==> src/rtl/edid_sel_pkg.sv <==
package edid_sel_pkg;
  parameter int BYTE_W    = 8;
  parameter int ACT_W     = 12;
  parameter int PCLK_W    = 16;
  parameter int BLOCK_LEN = 128;
  parameter int DESC_LEN  = 18;
  parameter int DESC_NUM  = 4;
  parameter int DESC_BASE = 54;
  parameter int DIG_IDX   = 20;
  parameter int DIG_BIT   = 7;
  parameter int FIELD_BYTES = 12;   // bytes 0..11 of a slot carry the numeric fields
  parameter int FLAG_POS  = 17;     // last byte of a slot carries the flags

  localparam int IDX_W = $clog2(BLOCK_LEN);
  localparam int POS_W = $clog2(DESC_LEN);
  localparam int PIX_W = PCLK_W + 4;
  localparam int SS_W  = ACT_W + 1;
  localparam int SE_W  = ACT_W + 2;
  localparam int TOT_W = ACT_W + 1;

  typedef struct packed {
    logic [PIX_W-1:0] pixClk;
    logic [ACT_W-1:0] hDisp;
    logic [SS_W-1:0]  hSyncStart;
    logic [SE_W-1:0]  hSyncEnd;
    logic [TOT_W-1:0] hTotal;
    logic [ACT_W-1:0] vDisp;
    logic [SS_W-1:0]  vSyncStart;
    logic [SE_W-1:0]  vSyncEnd;
    logic [TOT_W-1:0] vTotal;
    logic             hPos;
    logic             vPos;
    logic             interlace;
  } timing_t;

  typedef struct packed {
    logic             capEn;
    logic [POS_W-1:0] pos;
    logic             clearBest;
    logic             digCap;
    logic             evalEn;
    logic             finEn;
  } strobe_t;
endpackage

==> src/rtl/edid_sel_ctrl.sv <==
module edid_sel_ctrl
  import edid_sel_pkg::*;
(
  input  logic    clk,
  input  logic    rstN,
  input  logic    inValid,
  output strobe_t stb
);
  localparam logic [IDX_W-1:0] IDX_LAST = IDX_W'(BLOCK_LEN - 1);
  localparam logic [POS_W-1:0] POS_LAST = POS_W'(DESC_LEN - 1);

  logic [IDX_W-1:0]    idx;
  logic [POS_W-1:0]    descPos;
  logic                evalPend;
  logic                finPend;
  logic [DESC_NUM-1:0] slotIn;
  logic [DESC_NUM-1:0] slotLast;

  for (genvar g = 0; g < DESC_NUM; g++) begin : g_slot
    localparam int FIRST = DESC_BASE + g * DESC_LEN;
    assign slotIn[g]   = (int'(idx) >= FIRST) && (int'(idx) < FIRST + DESC_LEN);
    assign slotLast[g] = (int'(idx) == FIRST + DESC_LEN - 1);
  end

  always_ff @(posedge clk or negedge rstN) begin
    if (!rstN) begin
      idx      <= '0;
      descPos  <= '0;
      evalPend <= 1'b0;
      finPend  <= 1'b0;
    end else begin
      evalPend <= inValid && (|slotLast);
      finPend  <= inValid && (idx == IDX_LAST);
      if (inValid) idx <= (idx == IDX_LAST) ? '0 : idx + 1'b1;
      if (inValid && (|slotIn)) descPos <= (descPos == POS_LAST) ? '0 : descPos + 1'b1;
    end
  end

  assign stb.capEn     = inValid && (|slotIn);
  assign stb.pos       = descPos;
  assign stb.clearBest = inValid && (idx == '0);
  assign stb.digCap    = inValid && (int'(idx) == DIG_IDX);
  assign stb.evalEn    = evalPend;
  assign stb.finEn     = finPend;

  p_idle_hold_r1: assert property (@(posedge clk) disable iff (!rstN)
    !inValid |=> $stable(idx) && $stable(descPos));
  p_slot_align_r12: assert property (@(posedge clk) disable iff (!rstN)
    (inValid && (|slotLast)) |-> (descPos == POS_LAST));
  p_fin_after_last_r10: assert property (@(posedge clk) disable iff (!rstN)
    (inValid && (idx == IDX_LAST)) |=> finPend);
  p_strobes_apart_r10: assert property (@(posedge clk) disable iff (!rstN)
    $onehot0({evalPend, finPend}));
endmodule

==> src/rtl/edid_sel_dp.sv <==
module edid_sel_dp
  import edid_sel_pkg::*;
#(
  parameter int MIN_H = 640,
  parameter int MIN_V = 480
) (
  input  logic              clk,
  input  logic              rstN,
  input  logic [BYTE_W-1:0] inByte,
  input  strobe_t           stb,
  output timing_t           tOut,
  output logic              oValid,
  output logic              oDigital,
  output logic              oDone
);
  logic [BYTE_W-1:0] raw [FIELD_BYTES];
  logic [BYTE_W-1:0] flagByte;
  logic              digReg;
  timing_t           cand;
  timing_t           best;
  logic              take;

  logic [PCLK_W-1:0] cClk;
  logic [ACT_W-1:0]  hA, hB, vA, vB;
  logic [9:0]        hSO, hSW;
  logic [5:0]        vSO, vSW;
  logic              sepSync;

  always_ff @(posedge clk or negedge rstN) begin
    if (!rstN) begin
      for (int i = 0; i < FIELD_BYTES; i++) raw[i] <= '0;
      flagByte <= '0;
      digReg   <= 1'b0;
    end else begin
      if (stb.capEn && (int'(stb.pos) < FIELD_BYTES)) raw[stb.pos[3:0]] <= inByte;
      if (stb.capEn && (int'(stb.pos) == FLAG_POS)) flagByte <= inByte;
      if (stb.digCap) digReg <= inByte[DIG_BIT];
    end
  end

  always_comb begin
    cClk    = {raw[1], raw[0]};
    hA      = {raw[4][7:4], raw[2]};
    hB      = {raw[4][3:0], raw[3]};
    vA      = {raw[7][7:4], raw[5]};
    vB      = {raw[7][3:0], raw[6]};
    hSO     = {raw[11][7:6], raw[8]};
    hSW     = {raw[11][5:4], raw[9]};
    vSO     = {raw[11][3:2], raw[10][7:4]};
    vSW     = {raw[11][1:0], raw[10][3:0]};
    sepSync = (flagByte[4:3] == 2'b11);

    cand.pixClk     = PIX_W'(cClk) * PIX_W'(10);
    cand.hDisp      = hA;
    cand.hSyncStart = SS_W'(hA) + SS_W'(hSO);
    cand.hSyncEnd   = SE_W'(hA) + SE_W'(hSO) + SE_W'(hSW);
    cand.hTotal     = TOT_W'(hA) + TOT_W'(hB);
    cand.vDisp      = vA;
    cand.vSyncStart = SS_W'(vA) + SS_W'(vSO);
    cand.vSyncEnd   = SE_W'(vA) + SE_W'(vSO) + SE_W'(vSW);
    cand.vTotal     = TOT_W'(vA) + TOT_W'(vB);
    cand.hPos       = sepSync && flagByte[1];
    cand.vPos       = sepSync && flagByte[2];
    cand.interlace  = flagByte[7];
  end

  assign take = stb.evalEn && (cClk != '0) && (hA > best.hDisp);

  always_ff @(posedge clk or negedge rstN) begin
    if (!rstN) begin
      best     <= '0;
      tOut     <= '0;
      oValid   <= 1'b0;
      oDigital <= 1'b0;
      oDone    <= 1'b0;
    end else begin
      if (stb.clearBest) best <= '0;
      else if (take)     best <= cand;
      oDone <= stb.finEn;
      if (stb.finEn) begin
        tOut     <= best;
        oDigital <= digReg;
        oValid   <= (best.hDisp != '0) && (best.vDisp != '0) &&
                    (best.hDisp >= ACT_W'(MIN_H)) && (best.vDisp >= ACT_W'(MIN_V));
      end
    end
  end

  p_widest_grows_r3: assert property (@(posedge clk) disable iff (!rstN)
    (stb.evalEn && !stb.clearBest) |=> (best.hDisp >= $past(best.hDisp)));
  p_zero_clock_skip_r2: assert property (@(posedge clk) disable iff (!rstN)
    (stb.evalEn && !stb.clearBest && (cClk == '0)) |=> $stable(best));
  p_min_mode_r8: assert property (@(posedge clk) disable iff (!rstN)
    oValid |-> (tOut.hDisp >= ACT_W'(MIN_H)) && (tOut.vDisp >= ACT_W'(MIN_V)));
  p_hold_r10: assert property (@(posedge clk) disable iff (!rstN)
    !stb.finEn |=> $stable(tOut) && $stable(oValid) && $stable(oDigital));
endmodule

==> src/rtl/edid_timing_sel.sv <==
module edid_timing_sel
  import edid_sel_pkg::*;
#(
  parameter int MIN_H_ACT = 640,
  parameter int MIN_V_ACT = 480
) (
  input  logic              clk,
  input  logic              rstN,
  input  logic              inValid,
  input  logic [BYTE_W-1:0] inByte,
  output logic              outDone,
  output logic              outValid,
  output logic              outDigital,
  output logic [PIX_W-1:0]  pixClkKhz,
  output logic [ACT_W-1:0]  hDisp,
  output logic [SS_W-1:0]   hSyncStart,
  output logic [SE_W-1:0]   hSyncEnd,
  output logic [TOT_W-1:0]  hTotal,
  output logic [ACT_W-1:0]  vDisp,
  output logic [SS_W-1:0]   vSyncStart,
  output logic [SE_W-1:0]   vSyncEnd,
  output logic [TOT_W-1:0]  vTotal,
  output logic              hSyncPos,
  output logic              vSyncPos,
  output logic              interlaced
);
  strobe_t stb;
  timing_t tOut;

  edid_sel_ctrl u_ctrl (
    .clk     (clk),
    .rstN    (rstN),
    .inValid (inValid),
    .stb     (stb)
  );

  edid_sel_dp #(.MIN_H(MIN_H_ACT), .MIN_V(MIN_V_ACT)) u_dp (
    .clk      (clk),
    .rstN     (rstN),
    .inByte   (inByte),
    .stb      (stb),
    .tOut     (tOut),
    .oValid   (outValid),
    .oDigital (outDigital),
    .oDone    (outDone)
  );

  assign pixClkKhz  = tOut.pixClk;
  assign hDisp      = tOut.hDisp;
  assign hSyncStart = tOut.hSyncStart;
  assign hSyncEnd   = tOut.hSyncEnd;
  assign hTotal     = tOut.hTotal;
  assign vDisp      = tOut.vDisp;
  assign vSyncStart = tOut.vSyncStart;
  assign vSyncEnd   = tOut.vSyncEnd;
  assign vTotal     = tOut.vTotal;
  assign hSyncPos   = tOut.hPos;
  assign vSyncPos   = tOut.vPos;
  assign interlaced = tOut.interlace;
endmodule

==> config.mk <==
export PLATFORM = sky130hd
export DESIGN_NAME = edid_timing_sel
export DESIGN_NICKNAME = d
export VERILOG_FILES = /design/src/rtl/edid_sel_pkg.sv /design/src/rtl/edid_sel_ctrl.sv /design/src/rtl/edid_sel_dp.sv /design/src/rtl/edid_timing_sel.sv
export SDC_FILE = /design/constraint.sdc
export NUM_CORES = 1
export LEC_CHECK = 0
export BUFFER_PORTS_ARGS = -buffer_cell sky130_fd_sc_hd__buf_2
export CAP_MARGIN = 20
export CORE_AREA = 10 10 203 205
export CTS_BUF_LIST = sky130_fd_sc_hd__clkbuf_4 sky130_fd_sc_hd__clkbuf_8
export DETAILED_ROUTE_END_ITERATION = 10
export DIE_AREA = 0 0 213 215
export PLACE_DENSITY_LB_ADDON = 0.15
export SLEW_MARGIN = 20
export SYNTH_ARGS = -nofsm -noshare
export SYNTH_HDL_FRONTEND = slang
export SYNTH_SLANG_ARGS = --single-unit
export TNS_END_PERCENT = 1
==> constraint.sdc <==
create_clock -name clk -period 3.65 [get_ports clk]
set_clock_uncertainty 0.1 [all_clocks]
set_input_delay 0.1825 -clock clk [delete_from_list [all_inputs] [get_ports clk]]
set_output_delay 0.1825 -clock clk [all_outputs]
set_load 0.02 [all_outputs]
==> flow_summary.json, run 1 <==
{
  "drc": 0,
  "synth_cell_types": 77,
  "cts.sinks": 371,
  "synth_top_area_cell": "dfrtp_1",
  "vias_per_cell": 5.52,
  "worstSetupStartpointType": "flip-flop",
  "syn_avg_cell_area_um2": 11.4,
  "hpwl_um": 31000,
  "grt_setup_unrepaired": "true",
  "reg2reg_depth": 15,
  "total_leakage_power_nw": 10.9,
  "area_growth_pct": 14.7,
  "cts_tree": "yes",
  "core_um2": 37200,
  "grt_pass1_vias": 13100,
  "cts_setup_buffers": 0,
  "finalHoldViolations": 0,
  "regArea_um2": 9290,
  "io_buffer_count": 139,
  "multi_input_comb_area_um2": 8520,
  "end_kind": "flip-flop",
  "wl_per_cell_um": 19.6,
  "synth_ff_type": "dfrtp_1",
  "fin_crit_sh_pct": 93.2,
  "hold_path.startpoint": "inByte[5]",
  "synth_edf_count": 0,
  "worstPathMaxFanout": 5,
  "drt_wl_total_um": 44800,
  "seq_area_frac_synth_pct": 50.9,
  "place.gp.congestion": 0.888,
  "drtIter0Drc": 755,
  "total_power_mw": 10.6,
  "relSlewSlack_pct": 44.4,
  "reg2reg_from": "u_dp.cand[95]",
  "netlist_area_um2": 18300,
  "hold_path.class": "in2reg",
  "vias": 12600,
  "criticalPathCategory": "reg2reg",
  "die-area_um2": 45800,
  "worstMarginPinSlew_ns": 0.828,
  "syn_inst": 1608,
  "fillerInstances": 3165,
  "p_per_area_nw_per_um2": 508,
  "finalSetupViolations": 0,
  "start_util_pct": 49.0,
  "syn_nets": 1731,
  "ios": 141,
  "r2r_slack_ns": 0.25,
  "fin_util_pct": 56.3,
  "clk_pin_slew_ns": 0.06,
  "drive_above_1_share_pct": 30.7,
  "cp.arrival_ns": 3.76,
  "grt_max_degree": 130,
  "fp-row-count": 71,
  "h-tree-depth": 3,
  "r2r_end": "u_dp.best[78]",
  "maxSlewViolCount": 0,
  "postSynth.asyncResetShare_pct": 100,
  "critPathBufInv": 1,
  "final_net_count": 1891,
  "fmax_mhz": 294,
  "hold_path_end": "u_dp.cand[104]",
  "crit_family": "adder cells",
  "critPathMaxStageDelay_ns": 0.40,
  "gr-total-overflow": 0,
  "min_period_ns": 3.40,
  "ys_warn_count": 0,
  "ir_worst_vdd_v": 0.000328,
  "crit_slowest_cell": "dfrtp_1",
  "cts_buffers": 66,
  "ys_top_cells_by_count": "371 x dfrtp_1, 229 x mux2_2, 222 x nand2_1, 141 x a21oi_1, 105 x ha_1",
  "crit_chain": "ha_1 > inv_1 > fa_1 > nor2b_1 > o2111ai_1 > nand2_1 > nor2_1 > xnor2_1 > ha_1 > or2_2 > a21oi_1 > a21oi_1 > a31oi_2 > xor2_1 > o21ai_0",
  "path_depth": 15,
  "synth.most_common_cell": "dfrtp_1",
  "drtAntennaViolNets": 0,
  "worstPathRequired_ns": 4.01,
  "worstHoldPathCells": 2,
  "ctsLongestPathBuffers": 3,
  "clock-root-buffer": "clkbuf_8",
  "grt_pass1_wl_um": 72500,
  "ys_ff_latch": 371,
  "maxCapViolations": 0,
  "yosys.area.top_type_share_pct": 50.9,
  "die_w_um": 213,
  "outcome": "completed",
  "die_y_um": 215,
  "clkLatencyLatePin_ns": 0.61,
  "track_usage_pct": 19.9,
  "antenna_found_initial": 2,
  "synthTopCellsByArea": "dfrtp_1 51%, mux2_2 14%, ha_1 7.2%",
  "firstDrtPassIters": 5
}
[through the flow]
step	area [um2]	setup TNS (ns)	setup slack [ns]	instances	hold slack [ns]
after floorplan	18300	0	0.448	1608	-0.213
after global placement	19500	0	0.315	2170	0.179
after detailed placement	19500	0	0.251	2170	0.176
after CTS	20900	0	0.241	2287	0.0135
after global routing	20900	-0.00398	-0.00398	2289	0.0331
final	20900	0	0.249	2289	0.0697
[final cells by class]
class	count	area share, %
well taps	474	2.83
diodes	1	0.0120
repair buffers	164	4.68
flip-flops and latches	371	44.4
clock buffers	106	6.40
multi-input cells	1120	40.7
inverters	45	0.807
clock inverters	8	0.203
[state kept, by name, indices dropped and copies added, names as in the netlist, 7 cells and up]
name and count:
u_ctrl.idx 7, u_dp.best 126, u_dp.cClk 16, u_dp.cand 24, u_dp.hB 12, u_dp.hSO 10, u_dp.hSW 10, u_dp.raw 24
u_dp.tOut 126
[power by group]
| part | internal [mW] | leakage [nW] | switching, mW |
|---|---|---|---|
| clock | 2.31 | 0.740 | 1.69 |
| sequential | 4.81 | 4.93 | 0.534 |
| combinational | 0.555 | 5.28 | 0.734 |
| total | 7.67 | 10.9 | 2.96 |
[how the worst max path moves through the flow]
stage | start | to | slack (ns)
CTS | u_dp.cand[95] | u_dp.best[78] | 0.24
global placement | u_dp.cand[43] | u_dp.best[23] | 0.32
floorplan | u_dp.cand[43] | u_dp.best[23] | 0.45
detailed placement | u_dp.cand[43] | u_dp.best[23] | 0.25
finish | u_dp.cand[95] | u_dp.best[78] | 0.25
global route | u_dp.cand[95] | u_dp.best[78] | -0.004
[kinds of logic after synthesis]
group           count (synthesis)  synth area share [%]
fa+ha+maj                     112                  7.96
other cells                     1                0.0205
mux                           236                  14.6
xor+xnor                       63                  3.02
simple gates                  420                  10.7
buf+inv                       117                  2.65
flops                         371                  50.9
compound gates                288                  10.3
[what timing repair did]
| action | in CTS | in global routing |
|---|---|---|
| hold buffers | 3 | 0 |
| gates resized for setup | 0 | 2 |
| hold endpoints to repair | 108 | 0 |
| setup endpoints to repair | 0 | 2 |
[layer usage]
| layer | up-vias | wire (um) | track usage, % |
|---|---|---|---|
| met4 | 2 | 920 | 6.24 |
| met3 | 64 | 2030 | 4.29 |
| met5 | - | 13 | 0 |
| met1 | 6341 | 20600 | 26.5 |
| li1 | 6014 | - | - |
| met2 | 215 | 21300 | 31.8 |
[cells in the final DEF, fill, tap and decap left out, drive strengths merged, types with 4 or more instances in the layout]
master and n:
dfrtp 371, mux2 232, nand2 230, buf 161, a21oi 144, clkbuf 106
ha 105, nor2 60, inv 45, xnor2 43, o21ai 37, nand3 28
a21o 26, nor3 21, xor2 20, or2 13, nor2b 11, a211oi 11
nand4 11, and3 10, o31ai 9, o21a 8, fa 7, clkinv 7
a2111oi 7, nand4b 6, nor4 6, a31oi 6, and2 5, nand2b 5
nand3b 4, mux2i 4, or3 4, o221ai 4
Power figures use the tool's default switching activity.
==> run 2, diff against run 1 <==
--- a/config.mk
+++ b/config.mk
@@ -7,13 +7,15 @@
 export LEC_CHECK = 0
 export BUFFER_PORTS_ARGS = -buffer_cell sky130_fd_sc_hd__buf_2
 export CAP_MARGIN = 20
-export CORE_AREA = 10 10 203 205
+export CORE_AREA = 10 10 201 203
 export CTS_BUF_LIST = sky130_fd_sc_hd__clkbuf_4 sky130_fd_sc_hd__clkbuf_8
 export DETAILED_ROUTE_END_ITERATION = 10
-export DIE_AREA = 0 0 213 215
+export DIE_AREA = 0 0 211 213
+export GPL_TIMING_DRIVEN = 0
 export PLACE_DENSITY_LB_ADDON = 0.15
 export SLEW_MARGIN = 20
 export SYNTH_ARGS = -nofsm -noshare
 export SYNTH_HDL_FRONTEND = slang
+export SYNTH_HIERARCHICAL = 1
 export SYNTH_SLANG_ARGS = --single-unit
 export TNS_END_PERCENT = 1
==> flow_summary.json, run 2 <==
{
  "drive_above_1_share_pct": 30.1,
  "synth_edf_count": 0,
  "routed.top_layer": "met4",
  "ir_worst_vdd_v": 0.000280,
  "clock-root-buffer": "clkbuf_8",
  "synthTopCellsByArea": "dfrtp_1 51%, mux2_2 14%, ha_1 7.1%",
  "core_um2": 36300,
  "start_util_pct": 49.3,
  "vias": 12500,
  "synth.most_common_cell": "dfrtp_1",
  "grt_setup_unrepaired": "false",
  "cts_buffers": 61,
  "finalSetupViolations": 0,
  "grt_pass1_wl_um": 73900,
  "wl_met3_um": 2380,
  "track_usage_pct": 21.1,
  "internal_power_mw": 6.71,
  "netlist_area_um2": 17900,
  "worstMarginPinSlew_ns": 0.995,
  "pwr-share-clk_pct": 42.7,
  "clkLatencyLatePin_ns": 0.66,
  "maxSlewViolCount": 0,
  "drtAntennaViolNets": 0,
  "worstPathRequired_ns": 4.13,
  "criticalPathCategory": "reg2reg",
  "mostFrequentLayoutCell": "dfrtp_1",
  "cp.arrival_ns": 3.93,
  "min_period_ns": 3.45,
  "maxCapViolations": 0,
  "firstDrtPassIters": 5,
  "final_cell_mix": "367 x dfrtp_1, 225 x mux2_2, 154 x buf_2, 125 x nand2_1, 102 x ha_1",
  "vias_per_cell": 5.64,
  "wl_per_cell_um": 21.1,
  "fp-row-count": 70,
  "total_leakage_power_nw": 10.7,
  "seq_area_frac_synth_pct": 51.3,
  "antenna_found_initial": 0,
  "ys_top_cells_by_count": "367 x dfrtp_1, 225 x mux2_2, 125 x nand2_1, 102 x ha_1, 56 x o21ai_0",
  "ys_warn_count": 6,
  "place.gp.congestion": 0.854,
  "die_w_um": 211,
  "ctsLongestPathBuffers": 3,
  "seqPwrFrac_pct": 47.2,
  "finalHoldViolations": 0,
  "die-area_um2": 44900,
  "syn_avg_cell_area_um2": 12.1,
  "syn_inst": 1481,
  "yosys.area.top_type_share_pct": 51.3,
  "cts.sinks": 367,
  "fin_crit_sh_pct": 94.4,
  "gr-total-overflow": 0,
  "grt_pass1_vias": 12600,
  "synth_cell_types": 69,
  "ys_ff_latch": 367,
  "r2r_slack_ns": 0.20,
  "clk_pin_slew_ns": 0.06,
  "largestRegisters": "u_dp/best: 124 flops, u_dp/tOut: 124 flops",
  "io_buffer_count": 136,
  "worstPathMaxFanout": 10,
  "wl_met1_um": 21800,
  "h-tree-depth": 2,
  "cts_tree": "yes",
  "pwr-share-comb_pct": 10.1,
  "grt_max_degree": 94,
  "drt_wl_total_um": 46800,
  "hold_path.class": "in2async",
  "final_area_um2": 20700,
  "ios": 141,
  "total_power_mw": 9.08,
  "fmax_mhz": 290,
  "hpwl_um": 33700,
  "swShare_pct": 26.0,
  "area_growth_pct": 15.9,
  "wl_met2_um": 21600,
  "final_net_count": 1833,
  "die_y_um": 213,
  "drc": 0,
  "synth_top_area_cell": "dfrtp_1",
  "end_kind": "flip-flop",
  "relSlewSlack_pct": 33.7,
  "drtIter0Drc": 768,
  "synth_ff_type": "dfrtp_1",
  "outcome": "completed",
  "p_per_area_nw_per_um2": 438,
  "worstSetupStartpointType": "flip-flop",
  "switchingPower_mw": 2.36,
  "placed_area_um2": 19300,
  "postSynth.asyncResetShare_pct": 100,
  "n_antenna_cell": 0
}
run 2: metal layers:
metal	global-route usage, %	vias up
met1	29.6	6343
met4	6.02	0
met3	4.09	64
met2	32.8	284
li1	-	5802
met5	0	-
run 2: cells by family (layout without fill, tap and decap cells):
group / count (synthesis) / count (layout) / synth area share (%)
xor+xnor: 53 / 53 / 2.59
mux: 227 / 227 / 14.3
compound gates: 313 / 313 / 11.8
flops: 367 / 367 / 51.3
other cells: 1 / 3 / 0.0210
fa+ha+maj: 125 / 125 / 9.71
buf+inv: 116 / 380 / 2.76
simple gates: 279 / 279 / 7.46
run 2: worst paths after layout:
check                          startpoint             to  cells past startpoint
min in group clk                inByte[6]  u_dp/cand[53]                      3
max                         u_dp/cand[98]  u_dp/best[79]                      8
min reg2reg                u_ctrl/finPend     u_dp/oDone                      1
min                                  rstN  u_dp/tOut[82]                      3
max reg2reg                 u_dp/cand[98]  u_dp/best[79]                      8
max in group asynchronous            rstN  u_dp/tOut[28]                      5
run 2: worst max-delay path, cell delays in order (launching register included):
cell      delay, ns
dfrtp_1        0.50
ha_1           0.36
nand3_1        0.18
o221ai_1       0.40
a221o_1        0.30
o21a_1         0.30
buf_2          0.42
buf_1          0.58
a22o_1         0.23
run 2: power by group through the flow:
stage / combinational (mW) / clock [mW] / sequential [mW]
floorplan: 0.614 / 0 / 4.32
global route: 1.04 / 4.17 / 4.30
finish: 0.919 / 3.87 / 4.28
CTS: 0.927 / 3.99 / 4.28
detailed placement: 0.911 / 0 / 4.36
global placement: 0.877 / 0 / 4.36
run 2: what timing repair did:
| item | in CTS | in global routing |
|---|---|---|
| hold buffers | 11 | 0 |
| hold endpoints to repair | 156 | 0 |
| buffers inserted | 0 | 0 |
| endpoints found under the setup margin | 0 | 2 |
| gates resized for setup | 0 | 2 |
run 2: metrics by stage:
step	cells	utilization [%]	hold slack, ns	setup TNS [ns]	setup WS (ns)
after floorplan	1483	-	-0.213	0	0.906
after global placement	2087	52.8	0.343	-1755.84	-4.83
after detailed placement	2091	53.2	0.0501	0	0.117
after CTS	2215	57.2	0.00169	0	0.0942
after global routing	2215	57.2	0.0452	0	0.140
final	2215	57.2	0.0390	0	0.203
run 2: layout make-up:
class,count,area (um2)
fill,3082,15500
sequential,367,9180
multi-input combinational,1000,8220
clock buffer,96,1180
timing repair buffer,151,928
tap,468,586
buffer,69,319
inverter,47,176
clock inverter,17,140
